[config.mk]
export PLATFORM = sky130hd
export DESIGN_NAME = masked_gpio_port
export DESIGN_NICKNAME = d
export VERILOG_FILES = /design/src/rtl/gpio_port_pkg.sv /design/src/rtl/gpio_sync.sv /design/src/rtl/gpio_decode.sv /design/src/rtl/gpio_bank.sv /design/src/rtl/gpio_rdmux.sv /design/src/rtl/masked_gpio_port.sv
export SDC_FILE = /design/constraint.sdc
export NUM_CORES = 1
export LEC_CHECK = 0
export BUFFER_PORTS_ARGS = -buffer_cell sky130_fd_sc_hd__buf_2
export CORE_MARGIN = 10
export CORE_UTILIZATION = 60
export DETAILED_ROUTE_END_ITERATION = 12
export GPL_ROUTABILITY_DRIVEN = 0
export PLACE_DENSITY = 0.85
export SYNTH_ARGS = -nofsm -noshare
export SYNTH_HDL_FRONTEND = slang
export SYNTH_HIERARCHICAL = 1
export SYNTH_SLANG_ARGS = --single-unit
[constraint.sdc]
create_clock -name clk -period 3 [get_ports clk]
set_clock_uncertainty 0.2 [all_clocks]
set_input_delay 0 -clock clk [delete_from_list [all_inputs] [get_ports clk]]
set_output_delay 0 -clock clk [all_outputs]
set_load 0.01 [all_outputs]
[src/rtl/gpio_port_pkg.sv]
package gpio_port_pkg;

  typedef enum logic [2:0] {
    RK_DIR  = 3'd0,
    RK_MASK = 3'd1,
    RK_PIN  = 3'd2,
    RK_SET  = 3'd3,
    RK_CLR  = 3'd4,
    RK_NONE = 3'd5
  } reg_kind_e;

  // word index = byte address / 4
  localparam logic [2:0] IDX_DIR  = 3'd0;
  localparam logic [2:0] IDX_MASK = 3'd4;
  localparam logic [2:0] IDX_PIN  = 3'd5;
  localparam logic [2:0] IDX_SET  = 3'd6;
  localparam logic [2:0] IDX_CLR  = 3'd7;

  function automatic reg_kind_e kind_of_index(input logic [2:0] idx);
    case (idx)
      IDX_DIR:  return RK_DIR;
      IDX_MASK: return RK_MASK;
      IDX_PIN:  return RK_PIN;
      IDX_SET:  return RK_SET;
      IDX_CLR:  return RK_CLR;
      default:  return RK_NONE;
    endcase
  endfunction

endpackage

[src/rtl/gpio_sync.sv]
module gpio_sync #(
  parameter int W      = 32,
  parameter int STAGES = 2
) (
  input  logic         clk,
  input  logic         rst_n,
  input  logic [W-1:0] async_in,
  output logic [W-1:0] sync_out
);
  logic [W-1:0] stage_q [STAGES];

  generate
    for (genvar s = 0; s < STAGES; s++) begin : g_stage
      if (s == 0) begin : g_first
        always_ff @(posedge clk or negedge rst_n)
          if (!rst_n) stage_q[s] <= '0;
          else        stage_q[s] <= async_in;
      end else begin : g_next
        always_ff @(posedge clk or negedge rst_n)
          if (!rst_n) stage_q[s] <= '0;
          else        stage_q[s] <= stage_q[s-1];
      end
    end
  endgenerate

  assign sync_out = stage_q[STAGES-1];
endmodule

[src/rtl/gpio_decode.sv]
module gpio_decode
  import gpio_port_pkg::*;
#(
  parameter int ADDR_W = 5,
  parameter int W      = 32
) (
  input  logic              bus_sel,
  input  logic              bus_wr,
  input  logic [ADDR_W-1:0] bus_addr,
  input  logic [W/8-1:0]    bus_be,
  output reg_kind_e         wr_kind,
  output reg_kind_e         rd_kind,
  output logic              rd_req,
  output logic [W-1:0]      wr_lanes
);
  localparam int LANES = W / 8;

  logic      upper_zero;
  reg_kind_e hit_kind;

  generate
    if (ADDR_W > 5) begin : g_upper
      assign upper_zero = (bus_addr[ADDR_W-1:5] == '0);
    end else begin : g_noupper
      assign upper_zero = 1'b1;
    end
    for (genvar k = 0; k < LANES; k++) begin : g_lane
      assign wr_lanes[8*k +: 8] = {8{bus_be[k]}};
    end
  endgenerate

  assign hit_kind = upper_zero ? kind_of_index(bus_addr[4:2]) : RK_NONE;
  assign wr_kind  = (bus_sel && bus_wr)  ? hit_kind : RK_NONE;
  assign rd_req   = bus_sel && !bus_wr;
  assign rd_kind  = rd_req ? hit_kind : RK_NONE;
endmodule

[src/rtl/gpio_bank.sv]
module gpio_bank
  import gpio_port_pkg::*;
#(
  parameter int W = 32
) (
  input  logic         clk,
  input  logic         rst_n,
  input  reg_kind_e    wr_kind,
  input  logic [W-1:0] wr_lanes,
  input  logic [W-1:0] wdata,
  output logic [W-1:0] dir_q,
  output logic [W-1:0] mask_q,
  output logic [W-1:0] out_q,
  output logic [W-1:0] out_allow
);
  // replace bits selected by allow, keep the rest
  function automatic logic [W-1:0] merge_bits(input logic [W-1:0] old_v,
                                               input logic [W-1:0] new_v,
                                               input logic [W-1:0] allow);
    return (old_v & ~allow) | (new_v & allow);
  endfunction

  function automatic logic [W-1:0] next_out(input reg_kind_e k,
                                            input logic [W-1:0] cur,
                                            input logic [W-1:0] d,
                                            input logic [W-1:0] allow);
    case (k)
      RK_PIN:  return merge_bits(cur, d, allow);
      RK_SET:  return cur | (d & allow);
      RK_CLR:  return cur & ~(d & allow);
      default: return cur;
    endcase
  endfunction

  assign out_allow = wr_lanes & ~mask_q;

  always_ff @(posedge clk or negedge rst_n) begin
    if (!rst_n) begin
      dir_q  <= '0;
      mask_q <= '0;
      out_q  <= '0;
    end else begin
      if (wr_kind == RK_DIR)  dir_q  <= merge_bits(dir_q, wdata, wr_lanes);
      if (wr_kind == RK_MASK) mask_q <= merge_bits(mask_q, wdata, wr_lanes);
      out_q <= next_out(wr_kind, out_q, wdata, out_allow);
    end
  end
endmodule

[src/rtl/gpio_rdmux.sv]
module gpio_rdmux
  import gpio_port_pkg::*;
#(
  parameter int W = 32
) (
  input  logic         clk,
  input  logic         rst_n,
  input  logic         rd_req,
  input  reg_kind_e    rd_kind,
  input  logic [W-1:0] dir_q,
  input  logic [W-1:0] mask_q,
  input  logic [W-1:0] out_q,
  input  logic [W-1:0] pin_sync,
  output logic [W-1:0] rdata,
  output logic         rvalid
);
  logic [W-1:0] sel_data;

  always_comb begin
    case (rd_kind)
      RK_DIR:  sel_data = dir_q;
      RK_MASK: sel_data = mask_q;
      RK_PIN:  sel_data = pin_sync & ~mask_q;
      RK_SET:  sel_data = out_q & ~mask_q;
      default: sel_data = '0;
    endcase
  end

  always_ff @(posedge clk or negedge rst_n) begin
    if (!rst_n) begin
      rdata  <= '0;
      rvalid <= 1'b0;
    end else begin
      rvalid <= rd_req;
      if (rd_req) rdata <= sel_data;
    end
  end
endmodule

[src/rtl/masked_gpio_port.sv]
module masked_gpio_port
  import gpio_port_pkg::*;
#(
  parameter int PORT_W      = 32,
  parameter int ADDR_W      = 5,
  parameter int SYNC_STAGES = 2
) (
  input  logic                clk,
  input  logic                rst_n,
  input  logic                bus_sel,
  input  logic                bus_wr,
  input  logic [ADDR_W-1:0]   bus_addr,
  input  logic [PORT_W/8-1:0] bus_be,
  input  logic [PORT_W-1:0]   bus_wdata,
  output logic [PORT_W-1:0]   bus_rdata,
  output logic                bus_rvalid,
  input  logic [PORT_W-1:0]   pad_in,
  output logic [PORT_W-1:0]   pad_out,
  output logic [PORT_W-1:0]   pad_oe
);
  reg_kind_e         wr_kind;
  reg_kind_e         rd_kind;
  logic              rd_req;
  logic [PORT_W-1:0] wr_lanes;
  logic [PORT_W-1:0] dir_q;
  logic [PORT_W-1:0] mask_q;
  logic [PORT_W-1:0] out_q;
  logic [PORT_W-1:0] out_allow;
  logic [PORT_W-1:0] pin_sync;

  gpio_decode #(.ADDR_W(ADDR_W), .W(PORT_W)) u_dec (
    .bus_sel  (bus_sel),
    .bus_wr   (bus_wr),
    .bus_addr (bus_addr),
    .bus_be   (bus_be),
    .wr_kind  (wr_kind),
    .rd_kind  (rd_kind),
    .rd_req   (rd_req),
    .wr_lanes (wr_lanes)
  );

  gpio_bank #(.W(PORT_W)) u_bank (
    .clk       (clk),
    .rst_n     (rst_n),
    .wr_kind   (wr_kind),
    .wr_lanes  (wr_lanes),
    .wdata     (bus_wdata),
    .dir_q     (dir_q),
    .mask_q    (mask_q),
    .out_q     (out_q),
    .out_allow (out_allow)
  );

  gpio_sync #(.W(PORT_W), .STAGES(SYNC_STAGES)) u_sync (
    .clk      (clk),
    .rst_n    (rst_n),
    .async_in (pad_in),
    .sync_out (pin_sync)
  );

  gpio_rdmux #(.W(PORT_W)) u_rd (
    .clk      (clk),
    .rst_n    (rst_n),
    .rd_req   (rd_req),
    .rd_kind  (rd_kind),
    .dir_q    (dir_q),
    .mask_q   (mask_q),
    .out_q    (out_q),
    .pin_sync (pin_sync),
    .rdata    (bus_rdata),
    .rvalid   (bus_rvalid)
  );

  assign pad_out = out_q;
  assign pad_oe  = dir_q;
endmodule

Word-level counts from Yosys, hierarchy flattened
Cells that the tools add are included.
- output and inout port bits: 97
- flip-flop bits (word level): 193
- multiplexer cells: 5
- reduce and logical (&&, ||, !) cells: 7
- bitwise operators: 17
- equality and inequality tests: 11
- operator list (operator ; number):
    bitwise AND 32 bit ; 9
    NOT 32 bit ; 4
    OR 32 bit ; 4
    one-hot mux 32 bit (4 select lines) ; 1
    one-hot mux 32 bit (3 select lines) ; 1
    == test 3 bit, second input constant ; 5
    one-hot mux 3 bit (5 select lines) ; 1
    == test 3 x 2 -> 1 bit, second input constant ; 4
    zero test 3 bit ; 3
    == test 3 x 1 -> 1 bit, second input constant ; 2
    two-way mux 3 bit ; 2
    nonzero test 3 bit ; 1
    logical AND 1 bit ; 2
    zero test 1 bit ; 1

Logic depth before layout (Yosys ltp)
Gate-level depths: netlist of run 1.
- word-level depth: 6
- gate-level depth with buffers: 9

By module
Netlist of run 1, hierarchy kept.
- by module, submodules not included (module ; seq. area each (um^2) ; area each (um^2) ; instances ; cells an instance):
    gpio_bank ; 2402.3 ; 4922.2 ; 1 ; 445
    gpio_rdmux ; 825.8 ; 2267.2 ; 1 ; 212
    gpio_sync ; 1601.5 ; 1841.8 ; 1 ; 96
    gpio_decode ; 0.0 ; 329.1 ; 1 ; 47

Worst setup path before layout of run 1
OpenSTA, ideal clock, no wires.
- path type: input-to-reg
- start point: input port bus_addr[3]
- end point: register u_bank.out_q[28]
- path buffers: 2
- stages on the path: 8
- setup slack: 1.305 ns
- data required time: 2.679 ns
- data arrival time: 1.374 ns
- path through: inv_1 > maj3_2 > nand3_2 > buf_2 > buf_2 > a21oi_1 > or3b_1 > a22o_1
- word-level cells in the longest chain between the ends: 5
- elaborated cells on any way between the ends: 12
- RTL lines (what ; line ; source):
    start: declaration ; masked_gpio_port.sv:12 ; input logic [ADDR_W-1:0] bus_addr,
    == test 3 bit / zero test 3 bit (equally long branches) ; gpio_port_pkg.sv:20 ; case (idx)
    one-hot mux 3 bit (5 select lines) (*) ; gpio_port_pkg.sv:20 ;
    two-way mux 3 bit (*) ; gpio_decode.sv:33 ; assign wr_kind = (bus_sel && bus_wr) ? hit_kind : RK_NONE;
    via wr_kind[2] ; masked_gpio_port.sv:21 ; reg_kind_e wr_kind;
    == test 3 bit / == test 3 x 2 -> 1 bit (equally long branches) ; gpio_bank.sv:27 ; case (k)
    one-hot mux 32 bit (3 select lines) / nonzero test 3 bit (equally long branches) ; - ;
    end signal: assignment ; gpio_bank.sv:45 ; out_q <= next_out(wr_kind, out_q, wdata, out_allow);
    end: declaration ; gpio_bank.sv:13 ; output logic [W-1:0] out_q,
The timed path passes the listed nets; every way through them passes the cells marked *.
A chain may end at the register's enable or synchronous reset.

==> results.rst, run 1 <==
.. list-table::
   :header-rows: 1

   * - Metric
     - Value
   * - Final Hold Vio Count
     - 18
   * - Library cell contributing the largest single delay on the critical path
     - sky130_fd_sc_hd__dlygate4sd3_1
   * - Number of unique standard cell types used by synthesis
     - 30
   * - Port Buffers
     - 171
   * - Post-synthesis to final-layout area growth
     - 22.8%
   * - DR iter-0 viols
     - about 440
   * - Post-synthesis instance total
     - 800
   * - Number of fill cells in the layout
     - approximately 1000
   * - First-pass GRT wire length
     - 39300 µm
   * - Fraction of synthesized cell area taken by the top area cell type
     - 51.6%
   * - Floorplan row count
     - between 40 and 50
   * - Final number of max-transition violations
     - 0
   * - Worst path cell trace
     - buf_2 -> nor3_1 -> a21oi_1 -> or2_1 -> nor3_4 -> buf_12 -> nand2_1 -> mux2_1 -> dlygate4sd3_1
   * - Top Usage Layer GRT
     - met2
   * - Number of buffers between clock root and the deepest sink
     - 2
   * - Final min period
     - about 2.3 ns
   * - Multi-input logic area
     - about 3800 µm²
   * - Final worst-path setup slack
     - between 0.7 and 0.8 ns
   * - Relative slew margins
     - 53.8%
   * - Timing-limited maximum frequency
     - around 440 MHz
   * - Number of clock sinks
     - 193
   * - Syn Nets
     - approximately 880
   * - Reported leakage power
     - about 5.6 nW
   * - Total Power
     - 0.00711 W
   * - Met1 routing resource usage after global routing
     - 26.9%
   * - Power per Cell Area
     - 618 nW/µm²
   * - Buffers inserted by post-CTS timing repair
     - 0
   * - Synthesized cell area
     - about 9400 µm²
   * - Data required time at the worst endpoint
     - between 3 and 4 ns
   * - Fraction of synthesis flops using an asynchronous set or reset pin
     - between 90% and 100%
   * - Clock H-tree levels
     - 4
   * - Cell family with most CP delay
     - simple AND/OR/NAND/NOR gates
   * - Floorplan Core Area
     - roughly 15000 µm²
   * - Critical path class
     - input pin to flop
   * - Routed WL per cell
     - 20.0 µm
   * - Number of buffers inserted during clock tree synthesis
     - 17
   * - EDFF count, synth
     - 0
   * - Chip Height
     - approximately 140 µm
   * - Post-route antenna net violation count
     - 0
   * - Dominant cells by area after synthesis
     - sky130_fd_sc_hd__dfrtp_1 (52%), sky130_fd_sc_hd__mux2_1 (7.7%), sky130_fd_sc_hd__mux2i_1 (6.8%)
   * - Skew-Pair Late Insertion Delay
     - between 0.4 and 0.5 ns
   * - Setup repair after global routing missed its margin
     - false
   * - Maximum number of pins on one net before global-route repair
     - 85
   * - Worst slew pin tran
     - about 0.69 ns
   * - CP Max Fanout
     - 26
   * - Delay of the slowest cell on the worst path
     - 0.56 ns
   * - Post-place instance area
     - 9980 µm²
   * - Crit share post-route
     - roughly 76%
   * - Worst IR Drop VDD
     - roughly 0.7 mV
   * - Clock-pin slew of the registers on the worst-case setup and hold paths
     - around 0.070 ns
   * - Worst endpoint data arrival time
     - between 2 and 2.5 ns
   * - Clock tree from TritonCTS
     - done
   * - Number of detailed-routing iterations run before antenna repair
     - 5
   * - Number of gates resized after CTS
     - 0
   * - Buffers and inverters on the worst path
     - 3
   * - Predominant post-synthesis flop cell
     - sky130_fd_sc_hd__dfrtp_1
   * - Via count of the routed design
     - roughly 6900
   * - GRT Util Overall
     - a little under a quarter
   * - Number of max-capacitance violations reported
     - 0
   * - Startpoint Class
     - input pin
   * - Via count of the first global-routing pass
     - 7207
   * - Layout Cell Area excl Fill
     - between 10000 and 15000 µm²
   * - GR Util met3
     - around 7%
   * - Die area
     - 21000 µm²
   * - Sequential cell area
     - 4830 µm²
   * - Minimum setup slack after placement
     - ~0.76 ns
   * - Portion of the post-synthesis area used by sequential elements
     - about half
   * - Initial standard-cell utilization of the core
     - a little over 60%
   * - Post-Route Setup TNS
     - 0 ns
   * - # nets final
     - ~1100
   * - Horiz. Die Dim
     - between 100 and 150 µm
   * - Root buf cell
     - sky130_fd_sc_hd__clkbuf_16
   * - #FFs+latches synth
     - approximately 190
   * - Global-route track usage on met2
     - between 30% and 40%
   * - Grt total ovfl
     - 0
   * - Synthesis warning total
     - 6
   * - Total setup violations reported at the end of the flow
     - 0
   * - Cell taking the most area after synthesis
     - sky130_fd_sc_hd__dfrtp_1
   * - HPWL after DPL
     - 14800 µm
   * - Number of hold buffers added after cts
     - 94
   * - Layout cells sized above 1
     - about 22%
   * - Path class of the lowest-slack min-delay path
     - input pin to async pin
   * - Violations in the final reports
     - negative hold slack
   * - Remaining routing DRC violations
     - 0
   * - Hold_ws
     - -0.0367 ns
   * - Total wire length after detailed routing
     - 24400 µm
   * - Number of antenna violations at the first check in global routing
     - 4
   * - Post-Synthesis Mean Instance Area
     - between 10 and 15 µm²
   * - Element type at the critical path end
     - flop
   * - Run status
     - finished with violations
   * - Number of ports placed on the die boundary
     - roughly 170
   * - Via density per instance
     - between 5 and 6
==> stage by stage <==
step           hold slack [ns]  cells  util (%)
6_report               -0.0367   1222      75.4
5_1_grt                 0.0178   1221      75.3
4_1_cts               0.000465   1220      75.3
3_5_place_dp            -0.101   1097      65.4
3_3_place_gp           -0.0945   1097      65.4
2_1_floorplan           -0.496    800         -
==> cell usage in the layout (no fill, tap or decap), types with 17 or more instances in the layout <==
cell                            netlist  routed
sky130_fd_sc_hd__buf_2               15     170
sky130_fd_sc_hd__buf_4               68      18
sky130_fd_sc_hd__nor2b_1             64      64
sky130_fd_sc_hd__a21oi_1             33      33
sky130_fd_sc_hd__or3_1               32      32
sky130_fd_sc_hd__a22o_1              64      64
sky130_fd_sc_hd__clkbuf_16            0      17
sky130_fd_sc_hd__or3b_1              32      32
sky130_fd_sc_hd__mux2i_1             64      64
sky130_fd_sc_hd__dlygate4sd3_1        0      94
sky130_fd_sc_hd__nand2_1             68      68
sky130_fd_sc_hd__mux2_1              64      64
sky130_fd_sc_hd__nand2b_1            32      31
sky130_fd_sc_hd__dfrtp_1            193     193
sky130_fd_sc_hd__o211ai_1            31      31
==> routing by layer <==
metal | vias up | share of wire [%]
li1 | 3161 | -
met4 | 4 | 2.6
met1 | 3427 | 40
met5 | - | 0.10
met3 | 57 | 6.4
met2 | 226 | 50
==> final cells by class <==
class                      instances  area share (%)
clock buffer                      24            4.28
multi-input combinational        497            33.0
tap                              211            2.30
antenna                            2          0.0435
clock inverter                     5           0.686
timing repair buffer             287            17.6
inverter                           3          0.0979
sequential                       193            42.0
==> worst paths after layout <==
path                                               from                            end  slack (ns)  cells past startpoint
max in group asynchronous                         rst_n   u_sync/stage_q[39]$_DFF_PN0_        1.82                      3
hold / removal                                    rst_n  u_sync/sync_out[28]$_DFF_PN0_       -0.04                      2
min in group clk                             pad_in[16]   u_sync/stage_q[48]$_DFF_PN0_        0.01                      2
setup / recovery                            bus_addr[4]                           flop        0.71                      9
setup reg to reg                                   flop                           flop        1.39                      2
hold reg to reg            u_sync/stage_q[57]$_DFF_PN0_  u_sync/sync_out[25]$_DFF_PN0_        0.15                      0
==> power breakdown <==
part	leakage, nW	total (W)	switching [W]	internal [W]
Clock	0.282	0.00224	0.000936	0.00130
Sequential	2.44	0.00336	0.000375	0.00299
Combinational	2.91	0.00150	0.000692	0.000811
Total	5.63	0.00711	0.00200	0.00510
==> Yosys cell counts (all sizes together) (2+ instances only) <==
library cell and n:
nand2 68, o211ai 31, mux2i 64, inv 3
or3 32, a21oi 33, clkbuf 17, a22o 64
nor2b 64, buf 90, dfrtp 193, or3b 32
mux2 64, nand2b 32, nor3 2, nor2 2
==> logic make-up after synthesis <==
kind of cell,after synthesis,synth area share (%)
flip-flops,193,51.6
adder cells (fa/ha/maj),1,0.120
AO/OA/AOI/OAI,129,10.3
XOR/XNOR,1,0.0936
buffers and inverters,110,8.22
multiplexers,128,14.5
AND/OR/NAND/NOR,238,15.1
No activity file was read; power rests on OpenSTA's default activity.
==> run 2, diff against run 1 <==
--- a/config.mk
+++ b/config.mk
@@ -7,10 +7,10 @@
 export LEC_CHECK = 0
 export BUFFER_PORTS_ARGS = -buffer_cell sky130_fd_sc_hd__buf_2
 export CORE_MARGIN = 10
-export CORE_UTILIZATION = 60
+export CORE_UTILIZATION = 56
 export DETAILED_ROUTE_END_ITERATION = 12
 export GPL_ROUTABILITY_DRIVEN = 0
-export PLACE_DENSITY = 0.85
+export PLACE_DENSITY = 0.8
 export SYNTH_ARGS = -nofsm -noshare
 export SYNTH_HDL_FRONTEND = slang
 export SYNTH_HIERARCHICAL = 1
==> constraint.sdc (replaced) <==
create_clock -name clk -period 2.4 [get_ports clk]
set_clock_uncertainty 0.2 [all_clocks]
set_input_delay 0 -clock clk [delete_from_list [all_inputs] [get_ports clk]]
set_output_delay 0 -clock clk [all_outputs]
set_load 0.01 [all_outputs]
==> run 2 against run 1 <==
The run now ends clean. First-iteration DRC count shrank 11%. Power grew 24%. Worst setup slack lost 0.64 ns. Via count grew 0.63%. Cell area grew 1.3%. Routed wire length grew 0.28%. Final cell count grew 1.6%. Count of clock-buffer cells in the layout shrank 3. Sequential power grew 25%. Core utilization shrank 4.6 points.
==> results.rst, run 2 (synthesized netlist as in run 1, its figures left out) <==
.. list-table::
   :header-rows: 1

   * - Metric
     - Value
   * - Run status
     - finished clean
   * - Clock H-tree levels
     - 4 (unchanged)
   * - Worst IR Drop VDD
     - 0.563 mV (-18%)
   * - Element type at the critical path end
     - flop
   * - Clock-pin slew of the registers on the worst-case setup and hold paths
     - 0.07 ns (about the same)
   * - Via density per instance
     - 5.57 (-0.99%)
   * - Startpoint Class
     - input pin
   * - Final min period
     - roughly 2.3 ns
   * - Root buf cell
     - sky130_fd_sc_hd__clkbuf_16
   * - Number of buffers inserted during clock tree synthesis
     - 17 (unchanged)
   * - First-pass GRT wire length
     - 39800 µm (+1.4%)
   * - Post-Route Setup TNS
     - 0 ns (unchanged)
   * - Top Usage Layer GRT
     - met2
   * - Critical path class
     - input pin to flop
   * - Remaining routing DRC violations
     - 0 (unchanged)
   * - Skew-Pair Late Insertion Delay
     - 0.43 ns (about the same)
   * - Path depth of the worst reg2reg path
     - 2 (unchanged)
   * - Port Buffers
     - 171 (unchanged)
   * - Path class of the lowest-slack min-delay path
     - input pin to flop
   * - Floorplan row count
     - 47 (+4.4%)
   * - Number of detailed-routing iterations run before antenna repair
     - 5 (unchanged)
   * - Reg-to-reg setup timing slack
     - 0.79 ns (-0.60 ns)
   * - Reported leakage power
     - 5.69 nW (+1.0%)
   * - CP Max Fanout
     - 8 (-69%)
   * - Horiz. Die Dim
     - 149 µm (+3.0%)
   * - Final number of max-transition violations
     - 0 (unchanged)
   * - Layout cells sized above 1
     - 22.8% (+0.37 points)
   * - Most common cell after layout, fill and taps aside
     - sky130_fd_sc_hd__dfrtp_1
   * - HPWL after DPL
     - 15100 µm (+2.0%)
   * - DR iter-0 viols
     - 387 (-11%)
   * - GRT Util Overall
     - 22.3% (-0.62 points)
   * - Initial standard-cell utilization of the core
     - 56.8% (-4.5 points)
   * - Hold Startpoint
     - pad_in[29]
   * - Worst slew pin tran
     - 0.586 ns (-0.106 ns)
   * - Die area
     - 22300 µm² (+6.1%)
   * - Via count of the first global-routing pass
     - 7569 (+5.0%)
   * - Hold Path Stages
     - 2
   * - Data required time at the worst endpoint
     - 2.52 ns (-0.59 ns)
   * - Number of max-capacitance violations reported
     - 0 (unchanged)
   * - Via count of the routed design
     - 6918 (+0.63%)
   * - Total Power
     - 0.00879 W (+24%)
   * - Chip Height
     - 149 µm (+3.0%)
   * - Total wire length after detailed routing
     - 24500 µm (+0.28%)
   * - Worst endpoint data arrival time
     - 2.45 ns (+0.04 ns)
   * - Floorplan Core Area
     - 16500 µm² (+7.9%)
   * - Top library cells by usage in the layout, fill and taps aside
     - sky130_fd_sc_hd__dfrtp_1 (193), sky130_fd_sc_hd__buf_2 (170), sky130_fd_sc_hd__dlygate4sd3_1 (100)
   * - Relative slew margins
     - 60.9% (+7.2 points)
   * - Power per Cell Area
     - 754 nW/µm² (+22%)
   * - Number of antenna violations at the first check in global routing
     - 1 (-3)
   * - Setup repair after global routing missed its margin
     - false
   * - Number of fill cells in the layout
     - 1153 (+15%)
   * - Number of clock sinks
     - 193 (unchanged)
   * - Number of buffers between clock root and the deepest sink
     - 2 (unchanged)
   * - Clock tree from TritonCTS
     - done
   * - Post-synthesis to final-layout area growth
     - 24.5%
   * - Number of ports placed on the die boundary
     - 174 (unchanged)
   * - Routed WL per cell
     - 19.7 µm (-1.3%)
   * - Post-route antenna net violation count
     - 0 (unchanged)
   * - Util after Layout
     - 70.8% (-4.6 points)
   * - Number of placed instances, taps included
     - 1106 (+0.82%)
   * - Global-route track usage on met2
     - 38.2% (-0.52 points)
   * - Hold Path End
     - u_sync/stage_q[61]$_DFF_PN0_
   * - Grt total ovfl
     - 0 (unchanged)
   * - Crit share post-route
     - 97.4%
   * - Total setup violations reported at the end of the flow
     - 0 (unchanged)
   * - # nets final
     - 1084 (+0.74%)
   * - Final Hold Vio Count
     - 0 (-18)
   * - Timing-limited maximum frequency
     - roughly 430 MHz
   * - Met1 routing resource usage after global routing
     - 26.8% (-0.11 points)
   * - Maximum number of pins on one net before global-route repair
     - 72 (-15%)
   * - Final Instance Count excl. Fillers
     - 1242 (+1.6%)
   * - GR Util met3
     - 6.46% (-0.52 points)
[run 2: what timing repair did]
item,in CTS,in global routing
setup endpoints to repair,0,9
hold buffers,98,2
resized for setup,0,4
endpoints found under the hold margin,321,2
buffers inserted,0,1
[run 2: cell type report]
class,count,area (µm²),area share [%]
clock inverter,10,105,0.902
clock buffer,21,450,3.87
timing repair buffer,295,2170,18.6
inverter,3,11.3,0.0966
sequential,193,4830,41.5
tap,220,275,2.36
antenna,3,7.51,0.0644
multi-input combinational,497,3800,32.6
[run 2: layer usage]
metal  up-vias  wire length, µm
li1       3178                -
met4         0              353
met5         -                0
met3        31             1730
met1      3478             9820
met2       231            12500
[run 2: power by group]
part           leakage [nW]  switching [W]  internal (W)
clock network         0.261        0.00124       0.00147
logic                  2.99       0.000853       0.00102
registers              2.44       0.000466       0.00374
[run 2: worst max-delay path, stage by stage]
cell and delay [ns]:
sky130_fd_sc_hd__dlygate4sd3_1 0.53, sky130_fd_sc_hd__buf_2 0.15, sky130_fd_sc_hd__nand2_2 0.08, sky130_fd_sc_hd__or2_4 0.26, sky130_fd_sc_hd__nor3_4 0.19, sky130_fd_sc_hd__buf_4 0.23, sky130_fd_sc_hd__nand2_1 0.08, sky130_fd_sc_hd__mux2_1 0.34
sky130_fd_sc_hd__dlygate4sd3_1 0.58
[run 2: worst max path at each step]
stage,startpoint,end,slack [ns],depth (start not counted)
2_1_floorplan,bus_addr[3],u_bank/out_q[28]$_DFFE_PN0P_,0.71,8
3_3_place_gp,bus_addr[2],u_bank/out_q[7]$_DFFE_PN0P_,0.34,8
3_5_place_dp,bus_addr[2],u_bank/out_q[9]$_DFFE_PN0P_,0.26,8
4_1_cts,bus_sel,flop,0.01,9
5_1_grt,bus_sel,flop,0.02,9
6_report,bus_sel,flop,0.06,9
[run 2: stage by stage]
stage | cell area, µm² | setup slack (ns) | hold slack [ns]
floorplan | 9360 | 0.705 | -0.496
finish | 11700 | 0.0622 | 0.0104
global route | 11600 | 0.0208 | 0.00355
CTS | 11600 | 0.0131 | 0.000363
detailed placement | 10000 | 0.262 | -0.136
global placement | 10000 | 0.343 | -0.139
